==> config.mk <==
export PLATFORM = sky130hd
export DESIGN_NAME = pwm_clkgen_top
export DESIGN_NICKNAME = d
export VERILOG_FILES = /design/src/rtl/pwm_clkgen_pkg.sv /design/src/rtl/pwm_prescaler.sv /design/src/rtl/pwm_lin_div.sv /design/src/rtl/pwm_chan_mux.sv /design/src/rtl/pwm_clkgen_top.sv
export SDC_FILE = /design/constraint.sdc
export NUM_CORES = 1
export LEC_CHECK = 0
export ABC_AREA = 1
export BUFFER_PORTS_ARGS = -buffer_cell sky130_fd_sc_hd__buf_2
export CAP_MARGIN = 30
export CORE_ASPECT_RATIO = 1.2
export CORE_UTILIZATION = 60
export CTS_BUF_LIST = sky130_fd_sc_hd__clkbuf_2
export DETAILED_ROUTE_END_ITERATION = 8
export GPL_TIMING_DRIVEN = 0
export PLACE_DENSITY = 0.83
export SYNTH_ARGS = -nofsm -noshare
export SYNTH_HDL_FRONTEND = slang
export SYNTH_SLANG_ARGS = --single-unit
==> constraint.sdc <==
create_clock -name clk -period 3.3 [get_ports clk]
set_clock_uncertainty 0.2 [all_clocks]
set_input_delay 0.165 -clock clk [delete_from_list [all_inputs] [get_ports clk]]
set_output_delay 0.165 -clock clk [all_outputs]
set_load 0.02 [all_outputs]
==> src/rtl/pwm_clkgen_pkg.sv <==
package pwm_clkgen_pkg;
  localparam int TAP_NUM = 11;
  localparam int CODE_W  = 4;
  localparam int CODE_A  = 11;
  localparam int CODE_B  = 12;
endpackage

==> src/rtl/pwm_prescaler.sv <==
// Binary prescaler: comb strobes for the next edge, registered tap outputs.
module pwm_prescaler #(
  parameter int TAPS = pwm_clkgen_pkg::TAP_NUM
) (
  input  logic            clk,
  input  logic            rst,
  input  logic            run,
  output logic [TAPS-1:0] strobe,
  output logic [TAPS-1:0] tap_q
);
  localparam int CW = TAPS - 1;

  logic [CW-1:0] cnt;

  always_ff @(posedge clk) begin
    if (!run) cnt <= '0;
    else      cnt <= cnt + 1'b1;
  end

  assign strobe[0] = run;
  for (genvar k = 1; k < TAPS; k++) begin : g_tap
    assign strobe[k] = run && (&cnt[k-1:0]);
  end

  always_ff @(posedge clk) begin
    if (rst) tap_q <= {{CW{1'b0}}, 1'b1};
    else     tap_q <= {strobe[TAPS-1:1], 1'b1};
  end
endmodule

==> src/rtl/pwm_lin_div.sv <==
// Linear divider over one selectable prescaler strobe.
module pwm_lin_div #(
  parameter int TAPS  = pwm_clkgen_pkg::TAP_NUM,
  parameter int DIV_W = 8,
  parameter int SEL_W = pwm_clkgen_pkg::CODE_W
) (
  input  logic             clk,
  input  logic             rst,
  input  logic             wr,
  input  logic [DIV_W-1:0] div_in,
  input  logic [SEL_W-1:0] sel_in,
  input  logic [TAPS-1:0]  strobe,
  output logic             pulse_nxt,
  output logic             pulse_q
);
  logic [DIV_W-1:0] div_q, cnt_q;
  logic [SEL_W-1:0] sel_q;
  logic             pick, armed, hit;

  always_comb begin
    pick = 1'b0;
    for (int i = 0; i < TAPS; i++)
      if (sel_q == SEL_W'(i)) pick = strobe[i];
  end

  assign armed     = pick && (div_q != '0);
  assign hit       = armed && (cnt_q == div_q - 1'b1);
  assign pulse_nxt = hit && !wr;

  always_ff @(posedge clk) begin
    if (rst) begin
      div_q   <= '0;
      sel_q   <= '0;
      cnt_q   <= '0;
      pulse_q <= 1'b0;
    end else begin
      pulse_q <= pulse_nxt;
      if (wr) begin
        div_q <= div_in;
        sel_q <= sel_in;
        cnt_q <= '0;
      end else if (armed) begin
        cnt_q <= hit ? '0 : cnt_q + 1'b1;
      end
    end
  end
endmodule

==> src/rtl/pwm_chan_mux.sv <==
// One channel's strobe selector, registered in step with its sources.
module pwm_chan_mux #(
  parameter int TAPS  = pwm_clkgen_pkg::TAP_NUM,
  parameter int SEL_W = pwm_clkgen_pkg::CODE_W
) (
  input  logic             clk,
  input  logic             rst,
  input  logic [SEL_W-1:0] code,
  input  logic [TAPS-1:0]  tap_nxt,
  input  logic             a_nxt,
  input  logic             b_nxt,
  output logic             en_q
);
  logic nxt;

  always_comb begin
    nxt = 1'b0;
    for (int i = 0; i < TAPS; i++)
      if (code == SEL_W'(i)) nxt = tap_nxt[i];
    if (code == SEL_W'(pwm_clkgen_pkg::CODE_A)) nxt = a_nxt;
    if (code == SEL_W'(pwm_clkgen_pkg::CODE_B)) nxt = b_nxt;
  end

  always_ff @(posedge clk) begin
    if (rst) en_q <= 1'b0;
    else     en_q <= nxt;
  end
endmodule

==> src/rtl/pwm_clkgen_top.sv <==
module pwm_clkgen_top #(
  parameter int TAPS   = pwm_clkgen_pkg::TAP_NUM,
  parameter int DIV_W  = 8,
  parameter int SEL_W  = pwm_clkgen_pkg::CODE_W,
  parameter int NUM_CH = 4
) (
  input  logic                    clk,
  input  logic                    rst,
  input  logic                    mclk_en,
  input  logic                    a_wr,
  input  logic [DIV_W-1:0]        a_div,
  input  logic [SEL_W-1:0]        a_sel,
  input  logic                    b_wr,
  input  logic [DIV_W-1:0]        b_div,
  input  logic [SEL_W-1:0]        b_sel,
  input  logic [NUM_CH*SEL_W-1:0] ch_sel,
  output logic [TAPS-1:0]         tap_en,
  output logic                    clka_en,
  output logic                    clkb_en,
  output logic [NUM_CH-1:0]       ch_en
);
  logic            run;
  logic [TAPS-1:0] strobe, tap_nxt;
  logic            a_nxt, b_nxt;

  assign run     = mclk_en && !rst;
  assign tap_nxt = {strobe[TAPS-1:1], 1'b1};

  pwm_prescaler #(.TAPS(TAPS)) u_pre (
    .clk(clk), .rst(rst), .run(run), .strobe(strobe), .tap_q(tap_en)
  );

  pwm_lin_div #(.TAPS(TAPS), .DIV_W(DIV_W), .SEL_W(SEL_W)) u_div_a (
    .clk(clk), .rst(rst), .wr(a_wr), .div_in(a_div), .sel_in(a_sel),
    .strobe(strobe), .pulse_nxt(a_nxt), .pulse_q(clka_en)
  );

  pwm_lin_div #(.TAPS(TAPS), .DIV_W(DIV_W), .SEL_W(SEL_W)) u_div_b (
    .clk(clk), .rst(rst), .wr(b_wr), .div_in(b_div), .sel_in(b_sel),
    .strobe(strobe), .pulse_nxt(b_nxt), .pulse_q(clkb_en)
  );

  for (genvar c = 0; c < NUM_CH; c++) begin : g_ch
    pwm_chan_mux #(.TAPS(TAPS), .SEL_W(SEL_W)) u_mux (
      .clk(clk), .rst(rst), .code(ch_sel[c*SEL_W +: SEL_W]),
      .tap_nxt(tap_nxt), .a_nxt(a_nxt), .b_nxt(b_nxt), .en_q(ch_en[c])
    );
  end
endmodule

==> results.toml <==
[sta]
setup_violations = 0
tightest_slew_ns = 0.6418
fin_setup_tns_ns = 0
hold_ws_ns = 0.05309
max_freq_mhz = 326.0
rsz0062_at_grt = "false"
slew_viol_final = 0
relSlewSlack_pct = 56.82
hold_violations = 0
fin_crit_ns = 3.068
fin_crit_sh_pct = 92.96

[detailed_routing]
ant_nets = 0
vias = 4814
drc = 0
wirelength_mm = 11.95
drt_iter0_drc = 423
wl_per_cell_um = 13.59
vias_per_cell = 5.477
firstDrtPassIters = 5

[clocking]
cts_tree = "yes"
clk_latency_ns = 0.50
ctsResizeCount = 0
cts_hold_buf = 53
numCtsBuffers = 9
cts-root-buf = "clkbuf_2"
cts_buffer_depth = 2
post-cts-setup-buffers = 0
clock_sinks = 66
htree_levels = 3
clk_pin_slew_worst_paths_ns = 0.19

[pwr]
power_leakage_nw = 2.554
ir_drop_uv = 196.5
pwr_density_cell_nw_per_um2 = 337.5

[final_layout]
syn_to_final_growth_pct = 25.39
postLayoutCellArea_um2 = 5301
nets = 842
drive_gt1_share_pct = 13.38
multi_input_area_um2 = 2457
utilization_pct = 77.81
antenna_cells = 0
seq_area_um2 = 1321
fillers = 516
fin_cells = 879

[grt]
grt_max_degree = 12
gr-usage-all-layers_pct = 33.15
grt_overflow = 0
antenna_found_initial = 0
grt_pass1_wl_mm = 19.35
grt_pass1_vias = 4480

[worst_setup_path]
crit_family = "simple AND/OR/NAND/NOR gates"
crit_slowest_cell = "dfxtp_1"
start_kind = "flop"
worstSetupPathType = "flop to flop"
required_ns = 3.51
critPathArrivalTime_ns = 3.27
crit_top_cell = "nand2_1"
critPathMaxFanout = 9
cp_num_buf_inv = 2
cp_slowest_stage_delay_ns = 0.49
path_cells = "ha_1, nand3_4, nor4_2, ha_1, nand2_1, inv_1, nand4_1, nand4_1, nand2_4, clkinv_2, nand3_2, nor2_2, nand2_1, nand2_1, nor2_1"
cp-end-kind = "flop"

[yosys]
yosysWarnings = 0
ys_seq_area_share_pct = 31.25
syn-cell-area_um2 = 4228
synth_top_flop_cell = "dfxtp_1"
synthCells = 663
syn_area_per_cell_um2 = 6.377
ys_ff_latch = 66
synth_nets = 718
synth_top_area_share_pct = 31.25
synth_cell_types = 36
ys_async_sr_fraction_pct = 0
synth_top_area_cell = "dfxtp_1"
synth_area_leaders = "dfxtp_1, nand2_1, nor2_1"
synth_edf_count = 0

[placed_design]
gp_congestion = 0.8912
place_area_um2 = 4637
portBuffers = 60
place_hpwl_mm = 8.061
dp.cells = 810

[hold_path]
hold_path.class = "input port to flop"

[die]
io_pins = 62
die_y_um = 93.96
core_um2 = 6813
die_x_um = 78.63
start_util_pct = 62.06
placementRows = 33
fp.dieArea_um2 = 7388

[flow_run]
cap_violations = 0

[run_status]
outcome = "complete, no violations"
[synth_stat cells, drive strengths merged, types with 6 or more instances]
cell,instances
dfxtp,66
xor2,16
nand2,140
o21ai,34
a21oi,42
inv,92
xnor2,12
nand3,53
nor2,117
ha,10
nor4,8
clkbuf,6
nor3,18
buf,10
nand4,29
[registers in the layout, summed over array words and instances, names as in the netlist]
| name | flops |
|---|---|
| u_pre.cnt | 10 |
| u_pre.tap_q | 10 |
| u_div_a.cnt_q | 8 |
| u_div_a.div_q | 8 |
| u_div_b.cnt_q | 8 |
| u_div_b.div_q | 8 |
| g_ch.u_mux.en_q | 4 |
| u_div_a.sel_q | 4 |
| u_div_b.sel_q | 4 |
| u_div_a.pulse_q | 1 |
| u_div_b.pulse_q | 1 |
[stage by stage]
step | power [mW] | setup WS [ns]
floorplan | 1.087 | 0.8693
finish | 1.789 | 0.2325
detailed placement | 1.178 | 0.3603
global route | 1.871 | 0.05149
global placement | 1.170 | 0.3937
CTS | 1.773 | 0.3127
[logic make-up (layout without fill, tap and decap cells)]
logic type | after synthesis | count (layout) | share of synthesized area, %
other cells | 1 | 1 | 0.08870
xor+xnor | 28 | 28 | 5.800
fa+ha+maj | 10 | 10 | 2.959
flops | 66 | 66 | 31.25
buf+inv | 111 | 240 | 10.62
compound gates | 78 | 78 | 9.648
simple gates | 369 | 369 | 39.63
[cell usage in the layout, fill, tap and decap left out, types with 4 or more instances in the layout]
| cell | synthesis | layout |
|---|---|---|
| dlygate4sd3_1 | 0 | 53 |
| nor4_1 | 7 | 7 |
| nor3_1 | 16 | 16 |
| buf_2 | 2 | 62 |
| dfxtp_1 | 66 | 66 |
| a21oi_1 | 40 | 40 |
| nand4_1 | 28 | 28 |
| clkbuf_1 | 6 | 6 |
| inv_1 | 91 | 91 |
| o21ai_0 | 34 | 34 |
| clkbuf_2 | 0 | 11 |
| buf_4 | 6 | 6 |
| xnor2_1 | 12 | 12 |
| xor2_1 | 16 | 16 |
| nand2_1 | 135 | 135 |
| nand3_1 | 51 | 51 |
| nand2_4 | 4 | 4 |
| nor2_1 | 114 | 114 |
| ha_1 | 10 | 10 |
| clkinv_2 | 2 | 4 |
[report_power, final]
| group | switching, mW | internal (mW) |
|---|---|---|
| Clock | 0.308 | 0.256 |
| Sequential | 0.0253 | 0.824 |
| Combinational | 0.218 | 0.158 |
[final timing paths]
| check | startpoint | endpoint | slack (ns) | cells after the start |
|---|---|---|---|---|
| worst max-delay path | u_pre.cnt[0] | u_div_a.cnt_q[4] | 0.23 | 15 |
| worst min-delay path | ch_sel[9] | g_ch[2].u_mux.en_q | 0.05 | 7 |
| worst max register to register | u_pre.cnt[0] | u_div_a.cnt_q[4] | 0.23 | 15 |
| worst min register to register | u_pre.cnt[9] | u_pre.cnt[9] | 0.31 | 2 |
[final cells by class]
class	count	area share, %
timing repair buffer	113	15.67
clock buffer	11	1.038
tap	87	2.053
buffer	16	1.605
sequential	66	24.92
inverter	95	6.868
multi-input combinational	486	46.35
clock inverter	5	1.487
[layer usage]
layer  GRT usage [%]  part of all wire (%)  wire length, um  up-vias
met5               0                     0                0        -
met1           38.45                    40             4816     2172
met3           6.019                   6.6              786       43
li1                -                     -                -     2387
met4           15.12                   2.8              335        0
met2           58.62                    50             6011      212
[worst min-delay path, cell delays in order]
cell and delay [ns]:
buf_2 0.11, nand2_1 0.11, nor2_1 0.07, nand3_1 0.07, nand2_1 0.05, nor2_1 0.08, nor2_1 0.05
(Power assumes the default switching activity.)
